==> config.mk <==
export PLATFORM = sky130hd
export DESIGN_NAME = clksel_bank
export DESIGN_NICKNAME = d
export VERILOG_FILES = /design/src/rtl/clksel_pkg.sv /design/src/rtl/clksel_decode.sv /design/src/rtl/clksel_cfg_word.sv /design/src/rtl/clksel_upd_ctrl.sv /design/src/rtl/clksel_bank.sv
export SDC_FILE = /design/constraint.sdc
export NUM_CORES = 1
export LEC_CHECK = 0
export ABC_AREA = 1
export BUFFER_PORTS_ARGS = -buffer_cell sky130_fd_sc_hd__buf_2
export CAP_MARGIN = 10
export CORE_MARGIN = 1.5
export CORE_UTILIZATION = 62
export CTS_BUF_LIST = sky130_fd_sc_hd__clkbuf_2 sky130_fd_sc_hd__clkbuf_4 sky130_fd_sc_hd__clkbuf_8
export CTS_CLUSTER_DIAMETER = 120
export DETAILED_ROUTE_END_ITERATION = 7
export PLACE_DENSITY = 0.83
export SLEW_MARGIN = 20
export SYNTH_ARGS = -nofsm -noshare
export SYNTH_HDL_FRONTEND = slang
export SYNTH_HIERARCHICAL = 1
export SYNTH_SLANG_ARGS = --single-unit
==> constraint.sdc <==
create_clock -name clk_i -period 2.2 [get_ports clk_i]
set_input_delay 0.44 -clock clk_i [delete_from_list [all_inputs] [get_ports clk_i]]
set_output_delay 0.44 -clock clk_i [all_outputs]
set_load 0.05 [all_outputs]
==> src/rtl/clksel_pkg.sv <==
package clksel_pkg;
  localparam int unsigned WORD_W     = 32;
  localparam int unsigned SLOT_BYTES = 16;

  typedef enum logic [1:0] {
    ACC_NONE  = 2'd0,
    ACC_PLAIN = 2'd1,
    ACC_SET   = 2'd2,
    ACC_CLR   = 2'd3
  } alias_e;

  function automatic logic [WORD_W-1:0] merge_word(alias_e kind,
                                                  logic [WORD_W-1:0] cur,
                                                  logic [WORD_W-1:0] wr);
    case (kind)
      ACC_PLAIN: merge_word = wr;
      ACC_SET:   merge_word = cur | wr;
      ACC_CLR:   merge_word = cur & ~wr;
      default:   merge_word = cur;
    endcase
  endfunction
endpackage

==> src/rtl/clksel_decode.sv <==
module clksel_decode
  import clksel_pkg::*;
#(
  parameter int unsigned NUM_SEL = 4,
  parameter int unsigned ADDR_W  = 8
) (
  input  logic [ADDR_W-1:0]  addr_i,
  output logic [NUM_SEL-1:0] slot_hit_o,
  output alias_e             kind_o,
  output logic               upd_hit_o,
  output logic               err_hit_o
);
  localparam int unsigned SLOT_SH  = $clog2(SLOT_BYTES);
  localparam int unsigned IDX_W    = ADDR_W - SLOT_SH;
  localparam int unsigned UPD_BYTE = NUM_SEL * SLOT_BYTES;
  localparam int unsigned ERR_BYTE = UPD_BYTE + 4;

  logic [IDX_W-1:0] slot_idx;
  logic             aligned;

  assign slot_idx = addr_i[ADDR_W-1:SLOT_SH];
  assign aligned  = (addr_i[1:0] == 2'b00);

  always_comb begin
    case (addr_i[3:2])
      2'd0:    kind_o = ACC_PLAIN;
      2'd1:    kind_o = ACC_SET;
      2'd2:    kind_o = ACC_CLR;
      default: kind_o = ACC_NONE;
    endcase
  end

  for (genvar k = 0; k < NUM_SEL; k++) begin : g_hit
    assign slot_hit_o[k] = aligned && (kind_o != ACC_NONE) &&
                           (slot_idx == IDX_W'(k));
  end

  assign upd_hit_o = (addr_i == ADDR_W'(UPD_BYTE));
  assign err_hit_o = (addr_i == ADDR_W'(ERR_BYTE));
endmodule

==> src/rtl/clksel_cfg_word.sv <==
module clksel_cfg_word
  import clksel_pkg::*;
#(
  parameter int unsigned SEL_LSB  = 4,
  parameter int unsigned SEL_W    = 3,
  parameter int unsigned GATE_BIT = 31,
  parameter int unsigned NUM_SRC  = 5
) (
  input  logic              clk_i,
  input  logic              rst_ni,
  input  logic              wr_i,
  input  alias_e            kind_i,
  input  logic [WORD_W-1:0] wdata_i,
  input  logic              apply_i,
  output logic [WORD_W-1:0] word_o,
  output logic [SEL_W-1:0]  sel_o,
  output logic              en_o,
  output logic              bad_o
);
  logic [WORD_W-1:0] word_q;
  logic [SEL_W-1:0]  sel_q;
  logic [SEL_W-1:0]  pend;

  assign pend  = word_q[SEL_LSB +: SEL_W];
  // apply always sees the word as it stood before any write on the same edge
  assign bad_o = apply_i && (32'(pend) >= NUM_SRC);

  always_ff @(posedge clk_i or negedge rst_ni) begin
    if (!rst_ni) begin
      word_q <= '0;
      sel_q  <= '0;
    end else begin
      if (wr_i) word_q <= merge_word(kind_i, word_q, wdata_i);
      if (apply_i && !bad_o) sel_q <= pend;
    end
  end

  assign word_o = word_q;
  assign sel_o  = sel_q;
  assign en_o   = ~word_q[GATE_BIT];
endmodule

==> src/rtl/clksel_upd_ctrl.sv <==
module clksel_upd_ctrl #(
  parameter int unsigned NUM_SEL = 4
) (
  input  logic               clk_i,
  input  logic               rst_ni,
  input  logic               upd_wr_i,
  input  logic               err_wr_i,
  input  logic [NUM_SEL-1:0] wbits_i,
  input  logic [NUM_SEL-1:0] bad_i,
  output logic [NUM_SEL-1:0] apply_o,
  output logic [NUM_SEL-1:0] err_o
);
  logic [NUM_SEL-1:0] apply_q;
  logic [NUM_SEL-1:0] err_q;
  logic [NUM_SEL-1:0] clr_mask;

  assign clr_mask = err_wr_i ? wbits_i : '0;

  always_ff @(posedge clk_i or negedge rst_ni) begin
    if (!rst_ni) begin
      apply_q <= '0;
      err_q   <= '0;
    end else begin
      apply_q <= upd_wr_i ? wbits_i : '0;
      // a fresh error outranks a clear on the same edge
      err_q   <= (err_q & ~clr_mask) | bad_i;
    end
  end

  assign apply_o = apply_q;
  assign err_o   = err_q;
endmodule

==> src/rtl/clksel_bank.sv <==
module clksel_bank
  import clksel_pkg::*;
#(
  parameter int unsigned NUM_SEL  = 4,
  parameter int unsigned NUM_SRC  = 5,
  parameter int unsigned SEL_LSB  = 4,
  parameter int unsigned SEL_W    = 3,
  parameter int unsigned GATE_BIT = 31,
  parameter int unsigned ADDR_W   = 8
) (
  input  logic                     clk_i,
  input  logic                     rst_ni,
  input  logic                     req_i,
  input  logic                     we_i,
  input  logic [ADDR_W-1:0]        addr_i,
  input  logic [WORD_W-1:0]        wdata_i,
  output logic [WORD_W-1:0]        rdata_o,
  output logic [NUM_SEL*SEL_W-1:0] sel_o,
  output logic [NUM_SEL-1:0]       clk_en_o,
  output logic [NUM_SEL-1:0]       err_o
);
  logic [NUM_SEL-1:0] slot_hit;
  alias_e             kind;
  logic               upd_hit, err_hit;
  logic               wr_en;
  logic [NUM_SEL-1:0] apply, bad;
  logic [WORD_W-1:0]  word [NUM_SEL];
  logic [WORD_W-1:0]  rd_mux;

  assign wr_en = req_i && we_i;

  clksel_decode #(.NUM_SEL(NUM_SEL), .ADDR_W(ADDR_W)) i_decode (
    .addr_i     (addr_i),
    .slot_hit_o (slot_hit),
    .kind_o     (kind),
    .upd_hit_o  (upd_hit),
    .err_hit_o  (err_hit)
  );

  for (genvar k = 0; k < NUM_SEL; k++) begin : g_sel
    clksel_cfg_word #(
      .SEL_LSB (SEL_LSB),
      .SEL_W   (SEL_W),
      .GATE_BIT(GATE_BIT),
      .NUM_SRC (NUM_SRC)
    ) i_word (
      .clk_i   (clk_i),
      .rst_ni  (rst_ni),
      .wr_i    (wr_en && slot_hit[k]),
      .kind_i  (kind),
      .wdata_i (wdata_i),
      .apply_i (apply[k]),
      .word_o  (word[k]),
      .sel_o   (sel_o[k*SEL_W +: SEL_W]),
      .en_o    (clk_en_o[k]),
      .bad_o   (bad[k])
    );
  end

  clksel_upd_ctrl #(.NUM_SEL(NUM_SEL)) i_upd (
    .clk_i    (clk_i),
    .rst_ni   (rst_ni),
    .upd_wr_i (wr_en && upd_hit),
    .err_wr_i (wr_en && err_hit),
    .wbits_i  (wdata_i[NUM_SEL-1:0]),
    .bad_i    (bad),
    .apply_o  (apply),
    .err_o    (err_o)
  );

  always_comb begin
    rd_mux = '0;
    for (int k = 0; k < NUM_SEL; k++) begin
      if (slot_hit[k]) rd_mux = word[k];
    end
    if (err_hit) rd_mux = WORD_W'(err_o);
  end

  assign rdata_o = (req_i && !we_i) ? rd_mux : '0;
endmodule

---- Word-level counts from Yosys, hierarchy flattened ----
Cells that the tools add are included.
storage, ports and cells
  register bits after elaboration ......... 148
  bits of input ports ..................... 44
  output and inout port bits .............. 52
  word-level logic and storage cells ...... 88
operators by class
  magnitude comparators ................... 4
  equality and inequality tests ........... 10
  mux-type cells .......................... 13
  bitwise logic cells ..................... 16
  reductions and logical operators ........ 35
operators with widths
  cell                count
  $pmux 32 s3         4
  $mux 32             6
  $and 32x32->32      4
  $or 32x32->32       4
  $not 32->32         1
  $logic_and 1x1->1   21
  $eq 8x7->1 const B  2
  $ge 3x3->1 const B  4
  $eq 4x2->1 const B  2
  $mux 4              2
  $reduce_and 2->1    4
  $eq 2x2->1 const B  3
  $pmux 2 s3          1
  $logic_not 1->1     5
  $and 4x4->4         1
  $eq 2x1->1 const B  2
  $eq 4x1->1 const B  1
  $logic_not 2->1     2
  $logic_not 4->1     1
  $not 1->1           4
  $not 4->4           1
  $or 4x4->4          1
  $reduce_bool 3->1   1
  $reduce_bool 2->1   1

---- Longest topological paths before layout ----
  word-level depth ........................ 11
  depth in mapped cells ................... 14
  gate-level depth less buffers ........... 9

---- Modules after synthesis ----
The synthesis kept the hierarchy.
modules (own cells, without submodules)
  module           instances  cells each  area each (um2)
  clksel_cfg_word  4          265         2016.9
  clksel_bank      1          246         1296.2
  clksel_upd_ctrl  1          32          290.3
  clksel_decode    1          33          168.9

---- Worst setup path after synthesis ----
No wires, ideal clock.
  kind .................................... input port to output port
  start point ............................. in addr_i[2]
  end point ............................... out rdata_o[10]
  arrival ................................. 2.209 ns
  slack ................................... -0.449 ns
  stages .................................. 9
  path buffers ............................ 1
  cell sequence ........................... ha_1 -> inv_1 -> nand2_2 -> nor2_1 -> inv_2 -> clkbuf_1 -> nand2_1 -> o211ai_1 -> a21oi_1
between the ends
  elaborated cells on any way between the ends .. 17
  classes of those cells .................. eq/ne (3); mux (7); reduce/logical (7)
RTL lines
  item                                RTL line             text
  from (decl)                         clksel_bank.sv:15    input logic [ADDR_W-1:0] addr_i,
  $eq 2x2->1 (tied with other cells)  clksel_decode.sv:25  case (addr_i[3:2])
  $pmux 2 s3 *                        clksel_decode.sv:25
  $reduce_bool 2->1 *                 clksel_decode.sv:34  assign slot_hit_o[k] = aligned && (kind_o != ACC_NONE) &&
  $logic_and 1x1->1 * (2 in series)   clksel_decode.sv:34
  net slot_hit[1]                     clksel_bank.sv:22    logic [NUM_SEL-1:0] slot_hit;
  $mux 32 * (3 in series)             clksel_bank.sv:74    if (slot_hit[k]) rd_mux = word[k];
  $mux 32 *                           clksel_bank.sv:76    if (err_hit) rd_mux = WORD_W'(err_o);
  $mux 32 *                           clksel_bank.sv:79    assign rdata_o = (req_i && !we_i) ? rd_mux : '0;
  to (decl)                           clksel_bank.sv:17    output logic [WORD_W-1:0] rdata_o,
The timed path passes the listed nets; every way through them passes the cells marked *.

---- Final worst setup path ----
  start point ............................. in addr_i[3]
  end point ............................... out rdata_o[24]
between the ends
  longest elaborated chain between the ends .. 11
  elaborated cells on any way between the ends .. 17
  classes of those cells .................. eq/ne (3); mux (7); reduce/logical (7)
ends and longest elaborated chain
  item                                RTL line
  $eq 2x2->1 (tied with other cells)  clksel_decode.sv:25
  $pmux 2 s3 *                        clksel_decode.sv:25
  $reduce_bool 2->1 *                 clksel_decode.sv:34
  $logic_and 1x1->1 * (2 in series)   clksel_decode.sv:34
  net slot_hit[0]                     clksel_bank.sv:22
  $mux 32 * (4 in series)             clksel_bank.sv:74
  $mux 32 *                           clksel_bank.sv:76
  $mux 32 *                           clksel_bank.sv:79
Marked as above.

==> summary.md <==
| Metric | Value |
|---|---|
| # diodes | 0 |
| Clock transition at path regs | ~80 ps |
| Final-report hold violation count | 0 |
| Synth Flop Type | dfrtp_1 |
| Synth Register Bits | about 150 |
| Tmin final | ~2400 ps |
| Initial antenna violation count | 0 |
| Placed inst area | 10,800 um2 |
| Antenna Nets Post-Route | 0 |
| Main combinational cell family by area after synthesis | simple AND/OR/NAND/NOR gates |
| Tot GR Track Use | between 30% and 40% |
| Final WS setup | -165 ps |
| Grt ovf | 0 |
| VDD IR max | ~0.00047 V |
| Mapped cell area | 9820 um2 |
| Area Overhead vs Synth | 21.4% |
| DIE AREA | 16,600 um2 |
| Clock sinks | between 100 and 150 |
| Cell family with most CP delay | buffers and inverters |
| Post-synthesis adder-cell area fraction | 0.509% |
| Post-synth EDFFs | 0 |
| Inserted Clock Buffers | 17 |
| Gr busiest metal | met2 |
| WP data required | 1760 ps |
| Core box area | 15,300 um2 |
| Final nets | 1,494 |
| RR Startpoint | g_sel[0].i_word/word_o[5] |
| Setup CP Type | in2out |
| Sequential share of the synthesized area | 37.7% |
| Buffers on Ports | 95 |
| Router iterations before antenna repair | 6 |
| Worst path max stage delay | between 150 and 200 ps |
| CTS tree | yes |
| Compound-cell area share of the yosys netlist | 8.47% |
| Warnings, synthesis | 6 |
| Slowest cell on crit path | clkbuf_16 |
| DR WL/cell | 18.3 um |
| RR Endpoint | g_sel[0].i_word/sel_o[1] |
| CTS Root Cell | clkbuf_8 |
| Pwr per Cell Area | 569 nW/um2 |
| Hold path depth | 3 |
| Skew final | around 2.6 ps |
| Reg2Reg Setup Slack | 1130 ps |
| CP bufs+invs | 5 |
| Wire length of the first global-routing pass | 47.6 mm |
| Mapped Nets | 1,419 |
| Max Clk Rate | ~0.42 GHz |
| Setup violators final | 32 |
| Starting Density | between 60% and 70% |
| Hold path startpoint | wdata_i[3] |
| Met2 Resource Use GR | 59.3% |
| Global routing usage on met1 | 46.6% |
| Synthesized area per cell | 7.16 um2 |
| FF-to-FF path depth | 4 |
| Netlist cell types | 27 |
| Critical Path AT | 1930 ps |
| Fin cells | 1,670 |
| WHS | 290 ps |
| Vias post-DR | 10,317 |
| End-of-flow core utilization | between 70% and 80% |
| Worst path cell trace | buf_8 -> ha_4 -> inv_2 -> nand2_4 -> nor2_4 -> buf_12 -> clkbuf_16 -> nand2_2 -> nand2_1 -> o211ai_1 -> a21oi_4 -> buf_6 |
| GPL Wtd Cong | 0.848 |
| WL final | just over 30 mm |
| Xor-xnor portion of the synthesized cell area | 0% |
| CTS Buffer Depth | 2 |
| Lkg Pwr | 6.02 nW |
| Grt met3 use | between 8 and 9% |
| Largest net degree at the start of global routing | 65 |
| Max-Cap Viols | 0 |
| Post-route cell area | 11,900 um2 |
| HP Class | in2reg |
| Status | complete, but fails checks |
| Vias in the first global route | 9,550 |
| Die Ht | around 130 um |
| IO Pins | 96 |
| Worst setup SP type | input pin |
| Die Width | about 130 um |
| Worst hold endpoint | i_upd/apply_o[3] |
| Worst Setup SP | addr_i[3] |
| RSZ-0062 raised after global routing | yes |
| Syn Inst Count | 1,371 |
| Rows | 45 |
| Inst Count DP | roughly 1,600 |
| H-tree Lvls | 4 |
| Worst-Margin Slew | 635 ps |
| Via/cell ratio | 6.18 |
| Simple-Gate Fraction of Synth Area | 39.3% |
| Multiplexer area fraction after synthesis | 0% |
| DRT iter0 DRCs | 1,491 |
| Critical-path maximum fanout | 6 |
| Failing checks | negative setup slack |
| Endpoint class of the critical path | primary output |
| Post-synth ARST share | 100% |
| Detail Placement HPWL | 17.8 mm |
| Final Cycle Share | 108% |
| Total power | 6.79 mW |
| Final Slew Violations | 0 |
| DR DRC count | 0 |
| Slew HR | 57.5% |
| Insertion delay of the later-clocked pin in the worst-skew pair | 470 ps |
| Layout cells sized above 1 | a little under a quarter |
==> synth_stat cells, types with 4 or more instances <==
cell type | instances | area, um2
o21ai_0 | 12 | 60.1
a21oi_2 | 20 | 175
buf_8 | 4 | 60.1
o21ai_1 | 17 | 85.1
nand3_1 | 104 | 521
nand2_8 | 4 | 80.1
nand2_1 | 501 | 1880
nand4_1 | 128 | 801
clkbuf_1 | 9 | 33.8
dfrtp_1 | 148 | 3700
buf_4 | 10 | 75.1
buf_2 | 56 | 280
ha_1 | 4 | 50.1
o211ai_1 | 28 | 210
inv_4 | 4 | 25.0
nand3_2 | 40 | 400
a21oi_1 | 48 | 240
nor2_1 | 29 | 109
buf_6 | 26 | 293
o21ai_2 | 7 | 61.3
nand2_2 | 5 | 31.3
inv_1 | 160 | 601
==> worst max path at each step <==
stage                  end  slack, ps  depth (start not counted)
2_1_floorplan  rdata_o[10]       -120                          9
3_3_place_gp   rdata_o[10]       -300                         10
3_5_place_dp    rdata_o[2]       -300                         12
4_1_cts        rdata_o[25]       -110                         11
5_1_grt        rdata_o[23]       -190                         12
6_report       rdata_o[24]       -170                         12
==> layer usage <==
layer	vias to the layer above	wire length, um	share of wire (%)
met2	732	14300	47
met4	0	1410	4.6
li1	4610	-	-
met3	146	3200	10
met1	4829	11700	38
met5	-	0	0
==> area by class of cell <==
type                            count  area [um2]
Clock inverter                     13         253
Tap cell                          211         264
Inverter                          166         633
Multi-Input combinational cell    951        5260
Fill cell                        1040        3390
Clock buffer                       19         255
Sequential cell                   148        3700
Timing Repair Buffer              162        1560
==> power by group <==
group / switching, mW / total (mW) / internal, mW
Clock: 1.13 / 2.76 / 1.62
Sequential: 0.0903 / 2.92 / 2.83
Combinational: 0.807 / 1.11 / 0.303
==> worst min-delay path, stage by stage <==
cell and delay, ps:
buf_2 170, nand2_1 80, inv_1 30
==> registers in the layout, indices dropped and copies added (netlist names) <==
register             cells
g_sel.i_word/word_o    128
g_sel.i_word/sel_o      12
i_upd/apply_o            4
i_upd/err_o              4
==> cell families after synthesis <==
| family | count (synthesis) |
|---|---|
| AO/OA/AOI/OAI | 132 |
| AND/OR/NAND/NOR | 815 |
| adder cells (fa/ha/maj) | 4 |
| buffers and inverters | 272 |
| flip-flops | 148 |
==> layout by cell type (no fill, tap or decap), drive strengths merged, types with 2 or more instances in the layout <==
cell and count:
nand3 144, o211ai 28, clkbuf 21, o21ai 36, nand2 510, dfrtp 148, a21oi 68, buf 159
clkinvlp 2, bufinv 7, ha 4, nor2 31, clkinv 3, inv 167, nand4 128
==> through the flow <==
| step | setup TNS (ps) | setup slack, ps |
|---|---|---|
| after floorplan | -283 | -119 |
| after global placement | -9350 | -299 |
| after global routing | -4660 | -187 |
| final | -3560 | -165 |
| after detailed placement | -12010 | -303 |
| after CTS | -1820 | -110 |
==> repair_timing <==
action                                 CTS  global route
cloned                                   3             3
setup endpoints to repair               32            32
setup buffers                            4             1
pin swaps                                9             9
hold buffers                             1             0
resized for setup                      122            24
endpoints found under the hold margin   34             0
Note: power is estimated with default switching activity, not from simulation.
